==> src/rtl/bootstrap_seq_pkg.sv <==
`timescale 1ns/1ps
package bootstrap_seq_pkg;
  localparam int unsigned NUM_PH = 3;
  localparam int unsigned PH_W   = 2;

  typedef enum logic [2:0] {
    ST_IDLE   = 3'd0,
    ST_CHARGE = 3'd1,
    ST_DEAD   = 3'd2,
    ST_CMD    = 3'd3,
    ST_COOL   = 3'd4
  } step_e;
endpackage

==> src/rtl/bootstrap_seq_timer.sv <==
`timescale 1ns/1ps
module bootstrap_seq_timer #(
  parameter int unsigned CNT_W = 8
) (
  input  logic             clk,
  input  logic             rst_n,
  input  logic             load,
  input  logic [CNT_W-1:0] len,
  output logic             expired
);
  logic [CNT_W-1:0] cnt_q;

  always_ff @(posedge clk) begin
    if (!rst_n) begin
      cnt_q <= '0;
    end else if (load) begin
      // a zero length behaves as one cycle
      cnt_q <= (len == '0) ? '0 : len - 1'b1;
    end else if (cnt_q != '0) begin
      cnt_q <= cnt_q - 1'b1;
    end
  end

  assign expired = (cnt_q == '0);
endmodule

==> src/rtl/bootstrap_seq_decode.sv <==
`timescale 1ns/1ps
module bootstrap_seq_decode
  import bootstrap_seq_pkg::*;
(
  input  step_e             step,
  input  logic [PH_W-1:0]   phase,
  output logic [NUM_PH-1:0] hi,
  output logic [NUM_PH-1:0] lo,
  output logic [1:0]        active_cnt
);
  for (genvar g = 0; g < NUM_PH; g++) begin : g_leg
    assign lo[g] = (step == ST_CHARGE) && (phase == PH_W'(g));
    assign hi[g] = (step == ST_CMD)    && (phase == PH_W'(g));
  end

  assign active_cnt = ((step == ST_CHARGE) || (step == ST_CMD)) ? 2'd1 : 2'd0;
endmodule

==> src/rtl/bootstrap_seq_monitor.sv <==
`timescale 1ns/1ps
module bootstrap_seq_monitor
  import bootstrap_seq_pkg::*;
(
  input  logic [NUM_PH-1:0] exp_hi,
  input  logic [NUM_PH-1:0] exp_lo,
  input  logic [1:0]        exp_cnt,
  input  logic [NUM_PH-1:0] fb_hi,
  input  logic [NUM_PH-1:0] fb_lo,
  output logic              mismatch
);
  logic       pattern_bad;
  logic       count_bad;
  logic       leg_overlap;
  logic [2:0] fb_cnt;

  always_comb begin
    fb_cnt = '0;
    for (int i = 0; i < NUM_PH; i++) begin
      fb_cnt = fb_cnt + {2'b00, fb_hi[i]} + {2'b00, fb_lo[i]};
    end
  end

  assign pattern_bad = (fb_hi != exp_hi) || (fb_lo != exp_lo);
  assign count_bad   = (fb_cnt != {1'b0, exp_cnt});
  assign leg_overlap = |(fb_hi & fb_lo);
  assign mismatch    = pattern_bad || count_bad || leg_overlap;
endmodule

==> src/rtl/bootstrap_seq.sv <==
`timescale 1ns/1ps
module bootstrap_seq
  import bootstrap_seq_pkg::*;
#(
  parameter int unsigned CNT_W = 8
) (
  input  logic             clk,
  input  logic             rst_n,
  input  logic             start,
  input  logic             all_phases,
  input  logic [1:0]       phase_sel,
  input  logic [CNT_W-1:0] charge_len,
  input  logic [CNT_W-1:0] dead_len,
  input  logic [CNT_W-1:0] cmd_len,
  input  logic [2:0]       fb_hi,
  input  logic [2:0]       fb_lo,
  output logic [2:0]       gate_hi,
  output logic [2:0]       gate_lo,
  output logic             done,
  output logic             fault
);
  localparam logic [PH_W-1:0] LAST_PH = PH_W'(NUM_PH - 1);

  step_e           state_q, state_d;
  logic [PH_W-1:0] ph_q, ph_d;
  logic            all_q, all_d;
  logic            done_q, done_d;
  logic            fault_q, fault_d;
  logic            tmr_load, tmr_expired;
  logic [CNT_W-1:0] tmr_len;
  logic [2:0]      exp_hi, exp_lo;
  logic [1:0]      exp_cnt;
  logic            mismatch;

  bootstrap_seq_decode u_decode (
    .step       (state_q),
    .phase      (ph_q),
    .hi         (exp_hi),
    .lo         (exp_lo),
    .active_cnt (exp_cnt)
  );

  bootstrap_seq_monitor u_monitor (
    .exp_hi   (exp_hi),
    .exp_lo   (exp_lo),
    .exp_cnt  (exp_cnt),
    .fb_hi    (fb_hi),
    .fb_lo    (fb_lo),
    .mismatch (mismatch)
  );

  bootstrap_seq_timer #(.CNT_W(CNT_W)) u_timer (
    .clk     (clk),
    .rst_n   (rst_n),
    .load    (tmr_load),
    .len     (tmr_len),
    .expired (tmr_expired)
  );

  always_comb begin
    state_d = state_q;
    ph_d    = ph_q;
    all_d   = all_q;
    done_d  = 1'b0;
    fault_d = fault_q;
    if (mismatch) begin
      // abort has priority over any step change or completion
      state_d = ST_IDLE;
      fault_d = 1'b1;
    end else begin
      case (state_q)
        ST_IDLE: begin
          if (start && !fault_q && (all_phases || (phase_sel != 2'd3))) begin
            state_d = ST_CHARGE;
            all_d   = all_phases;
            ph_d    = all_phases ? '0 : phase_sel;
          end
        end
        ST_CHARGE: if (tmr_expired) state_d = ST_DEAD;
        ST_DEAD:   if (tmr_expired) state_d = ST_CMD;
        ST_CMD:    if (tmr_expired) state_d = ST_COOL;
        ST_COOL: begin
          if (tmr_expired) begin
            if (all_q && (ph_q != LAST_PH)) begin
              ph_d    = ph_q + 1'b1;
              state_d = ST_CHARGE;
            end else begin
              state_d = ST_IDLE;
              done_d  = 1'b1;
            end
          end
        end
        default: state_d = ST_IDLE;
      endcase
    end
  end

  assign tmr_load = (state_d != state_q);

  always_comb begin
    case (state_d)
      ST_CHARGE: tmr_len = charge_len;
      ST_CMD:    tmr_len = cmd_len;
      default:   tmr_len = dead_len;
    endcase
  end

  always_ff @(posedge clk) begin
    if (!rst_n) begin
      state_q <= ST_IDLE;
      ph_q    <= '0;
      all_q   <= 1'b0;
      done_q  <= 1'b0;
      fault_q <= 1'b0;
    end else begin
      state_q <= state_d;
      ph_q    <= ph_d;
      all_q   <= all_d;
      done_q  <= done_d;
      fault_q <= fault_d;
    end
  end

  assign gate_hi = exp_hi;
  assign gate_lo = exp_lo;
  assign done    = done_q;
  assign fault   = fault_q;
endmodule

==> config.mk <==
export PLATFORM = sky130hd
export DESIGN_NAME = bootstrap_seq
export DESIGN_NICKNAME = d
export VERILOG_FILES = /design/src/rtl/bootstrap_seq_pkg.sv /design/src/rtl/bootstrap_seq_timer.sv /design/src/rtl/bootstrap_seq_decode.sv /design/src/rtl/bootstrap_seq_monitor.sv /design/src/rtl/bootstrap_seq.sv
export SDC_FILE = /design/constraint.sdc
export NUM_CORES = 1
export LEC_CHECK = 0
export BUFFER_PORTS_ARGS = -buffer_cell sky130_fd_sc_hd__buf_2
export CAP_MARGIN = 25
export CORE_AREA = 2 2 61 63
export DETAILED_ROUTE_END_ITERATION = 10
export DIE_AREA = 0 0 63 65
export PLACE_DENSITY = 0.78
export SLEW_MARGIN = 20
export SYNTH_ARGS = -nofsm -noshare
export SYNTH_HDL_FRONTEND = slang
export SYNTH_SLANG_ARGS = --single-unit
==> constraint.sdc <==
create_clock -name clk -period 5.3 [get_ports clk]
set_input_delay 0.795 -clock clk [delete_from_list [all_inputs] [get_ports clk]]
set_output_delay 0.795 -clock clk [all_outputs]
set_load 0.03 [all_outputs]
==> results_tabular.tex <==
\begin{tabular}{lr}
\hline
Metric & Value \\
\hline
\multicolumn{2}{l}{\textbf{Status}} \\
\quad Status & finished, final reports clean \\
\multicolumn{2}{l}{\textbf{Route}} \\
\quad Vias per inst & 5.911 \\
\quad Avg WL per Cell & 14.14 um \\
\quad Residual DRC count & 0 \\
\quad Iteration-0 DRC Markers & 104 \\
\quad Number of nets with antenna violations after routing & 0 \\
\quad Wire length reported by the detailed router & 4468 um \\
\quad Via count & 1868 \\
\quad 1st-pass router iterations & 4 \\
\multicolumn{2}{l}{\textbf{Synthesis}} \\
\quad Top cells by area, synth & dfxtp\_1 18\%, ha\_1 5.6\%, nor2\_1 5.0\% \\
\quad Adder-Cell Fraction of Synth Area & 0.08907 \\
\quad Cell variety after synth & 70 \\
\quad Netlist area before placement & 0.001798 mm\^{}2 \\
\quad Post-synthesis mux area share & 0.03410 \\
\quad \#FFs+latches synth & 16 \\
\quad Nets in the synthesized netlist & 273 \\
\quad Fraction of the mapped netlist area in compound gates & 0.2721 \\
\quad Synth Area in Simple Gates & 0.3118 \\
\quad Syn\_area\_per\_cell & 7.956 um\^{}2 \\
\quad Ys flop type & dfxtp\_1 \\
\quad Post-synthesis async set-or-reset flop share & 0 \\
\quad Count of flip-flops with a built-in enable after synthesis & 0 \\
\quad Dominant cell by count in the synthesized netlist & nor2\_1 \\
\quad Sequential-to-total area share from yosys stat & 0.1781 \\
\quad Cell accounting for the most synthesized area & dfxtp\_1 \\
\quad Synth top cells by count & 24 x nor2\_1, 18 x inv\_1, 16 x dfxtp\_1 \\
\quad Dominant combinational cell family by area after synthesis & simple AND/OR/NAND/NOR gates \\
\quad Synthesis Warnings & 0 \\
\quad Share of the synthesized area in the top cell type & 0.1781 \\
\quad Xor/xnor share of the synthesized area & 0.05358 \\
\quad Synth Instances & 226 \\
\multicolumn{2}{l}{\textbf{Final layout}} \\
\quad Layout Area Growth over Synthesis & 15.80\% \\
\quad Layout cells sized above 1 & 0.2463 \\
\quad Final net count & 316 \\
\quad Number of diodes added for antenna fixing & 0 \\
\quad Finished Layout Cells & 316 \\
\multicolumn{2}{l}{\textbf{Critical path}} \\
\quad Worst EP arrival & 4.91 ns \\
\quad Levels on crit path & 17 \\
\quad Maximum cell stage delay along the critical path & 0.42 ns \\
\quad CP cell instances & buf\_2 > ha\_1 > inv\_1 > fa\_1 > fa\_1 > inv\_1 > fa\_1 > a2111oi\_0 > and4bb\_1 > nand3\_2 > a21oi\_1 > ha\_1 > inv\_1 > or3\_1 > xnor2\_1 > mux2\_2 > a32o\_1 \\
\quad Top Family by Delay on Critical Path & adder cells \\
\quad Number of cells on the worst reg-to-reg path & 14 \\
\quad Crit path buffers/inverters & 4 \\
\quad Capturing element type of the critical path & flop \\
\quad CP max stage cell & fa\_1 \\
\quad Highest fanout seen on the critical path & 6 \\
\quad Worst setup path category & in2reg \\
\quad Required time reported for the critical path endpoint & 5.49 ns \\
\quad Startpoint kind of the worst setup timing path & input pin \\
\multicolumn{2}{l}{\textbf{STA}} \\
\quad Hold Violations, Final & 0 \\
\quad Hold\_ws & 0.4725 ns \\
\quad Slew Viols, Final & 0 \\
\quad Setup repair after global routing missed its margin & no \\
\quad Worst-Margin Slew & 0.5698 ns \\
\quad Post-route setup TNS & 0 ns \\
\quad Skew final & 0.01010 ns \\
\quad \# setup viols final & 0 \\
\quad Final period utilization & 0.8909 \\
\quad Min cycle time layout & 4.722 ns \\
\quad Worst relative slew slack & 0.6196 \\
\quad Fmax & 211.8 MHz \\
\multicolumn{2}{l}{\textbf{Clocking}} \\
\quad Number of resized instances in the post-cts repair step & 0 \\
\quad Clock sinks & 16 \\
\quad CTS tree & done \\
\quad Num CTS Buffers & 3 \\
\quad Post-CTS Hold Buffers & 0 \\
\quad Clock Path Buffers & 2 \\
\quad Worst-Skew Late Latency & 0.30 ns \\
\quad Post-CTS setup buffer count & 0 \\
\quad CTS HTree Levels & 1 \\
\quad Clock root buffer & clkbuf\_4 \\
\quad Reg clk slew, reported paths & 0.10 ns \\
\multicolumn{2}{l}{\textbf{Floorplanning}} \\
\quad Width of the chip & 63 um \\
\quad Area of the die & 0.004095 mm\^{}2 \\
\quad Row count & 22 \\
\quad Placeable core region & 0.003496 mm\^{}2 \\
\quad I/O pin count & 44 \\
\quad Vertical die dimension & 65 um \\
\quad Initial core utilization & 0.5143 \\
\multicolumn{2}{l}{\textbf{Global routing}} \\
\quad Wire length of the first global-routing pass & 7866 um \\
\quad Number of antenna violations at the first check in global routing & 0 \\
\quad Total congestion overflow & 0 \\
\quad Number of global-route vias before repair & 1808 \\
\quad Largest net degree at the start of global routing & 19 \\
\quad Global-route usage over all layers & 0.2347 \\
\multicolumn{2}{l}{\textbf{Pwr}} \\
\quad Int Pwr & 0.3021 mW \\
\quad Clk pwr share & 0.160 \\
\quad Reported leakage power & 0.9062 nW \\
\quad Combinational Power Share & 0.507 \\
\quad Pwr per Cell Area & 251.6 mW/mm\^{}2 \\
\quad Highest ir drop seen on vdd & 0.2496 mV \\
\quad Part of the power in registers & 0.333 \\
\quad Switching power & 0.2218 mW \\
\quad Proportion of total power due to net switching & 0.4234 \\
\multicolumn{2}{l}{\textbf{Place}} \\
\quad Placed cells & 312 \\
\quad Final weighted congestion in routability-driven placement & 0.8367 \\
\quad Half-perimeter wire length after placement & 3521 um \\
\quad Number of buffers added on ports & 43 \\
\multicolumn{2}{l}{\textbf{Min path}} \\
\quad Cells on Worst Hold Path & 2 \\
\quad Min-Delay Path Class & reg2reg \\
\multicolumn{2}{l}{\textbf{Run}} \\
\quad Max-cap viol count & 0 \\
\hline
\end{tabular}
==> path summary, 6_finish.rpt <==
kind	slack [ns]	to	start
worst max-delay path	0.58	u_timer.cnt_q[4]	fb_hi[0]
worst min-delay path	0.47	fault	fault
worst max register to register	1.77	u_timer.cnt_q[4]	u_timer.cnt_q[0]
worst min register to register	0.47	fault	fault
==> sequential cells by signal, indices dropped and copies added (netlist names) <==
signal,flops
all_q,1
done,1
fault,1
ph_q,2
state_q,3
u_timer.cnt_q,8
==> per-stage QoR <==
| stage | utilization | instance area [um^2] | total power, mW | worst slack, ns |
|---|---|---|---|---|
| finish | 0.5956 | 2082 | 0.5238 | 0.5783 |
| global route | 0.5956 | 2082 | 0.5648 | 0.2210 |
| CTS | 0.5956 | 2082 | 0.5232 | 0.5715 |
| detailed placement | 0.5852 | 2046 | 0.4371 | 0.2885 |
| global placement | 0.5852 | 2046 | 0.4322 | 0.3784 |
| floorplan | - | 1798 | 0.3690 | 0.4338 |
==> worst reg2reg max path: stages, from the launching register on <==
cell and delay (ns):
dfxtp_1 0.32, inv_1 0.10, ha_1 0.18, or4b_4 0.50
o21a_4 0.25, o21a_1 0.29, a22oi_1 0.21, nor2_1 0.06
a21oi_1 0.22, ha_1 0.31, inv_1 0.09, or3_1 0.33
xnor2_1 0.13, mux2_2 0.25, a32o_1 0.19
==> metal layers <==
layer | up-vias | GRT usage | wire length, um
met5 | - | 0 | 0
met4 | 0 | 0.06667 | 75
met3 | 8 | 0.04340 | 211
met2 | 51 | 0.4202 | 2174
met1 | 873 | 0.2859 | 2006
li1 | 936 | - | -
==> power groups by stage <==
stage               logic [mW]  clock network, mW  registers [mW]
finish                   0.266             0.0837           0.174
global route             0.298             0.0904           0.177
CTS                      0.264             0.0857           0.173
detailed placement       0.261                  0           0.176
global placement         0.257                  0           0.175
floorplan                0.198                  0           0.171
==> cell type report <==
class / count / area, um^2
Timing Repair Buffer: 45 / 230.2
Tap cell: 48 / 60.06
Fill cell: 357 / 1414
Sequential cell: 16 / 320.3
Multi-Input combinational cell: 185 / 1368
Inverter: 18 / 67.56
Clock buffer: 4 / 36.28
==> cell families after synthesis <==
kind of cell	count (synthesis)
buffers and inverters	25
adder cells (fa/ha/maj)	11
flip-flops	16
XOR/XNOR	11
multiplexers	6
AND/OR/NAND/NOR	95
AO/OA/AOI/OAI	62
==> placed cells by master (no fill, tap or decap), types with 4 or more instances in the layout <==
master and count:
xnor2_1 5, mux2i_1 5, nand2_1 13, inv_1 18, or3_1 4, xor2_1 6
dfxtp_1 16, nor2_1 24, a22oi_1 5, nor2b_1 4, buf_2 43, ha_1 8
nor3_1 9, nor4_1 4, and3_1 6, o21ai_0 5, a21oi_1 12
Power figures use the tool's default switching activity.
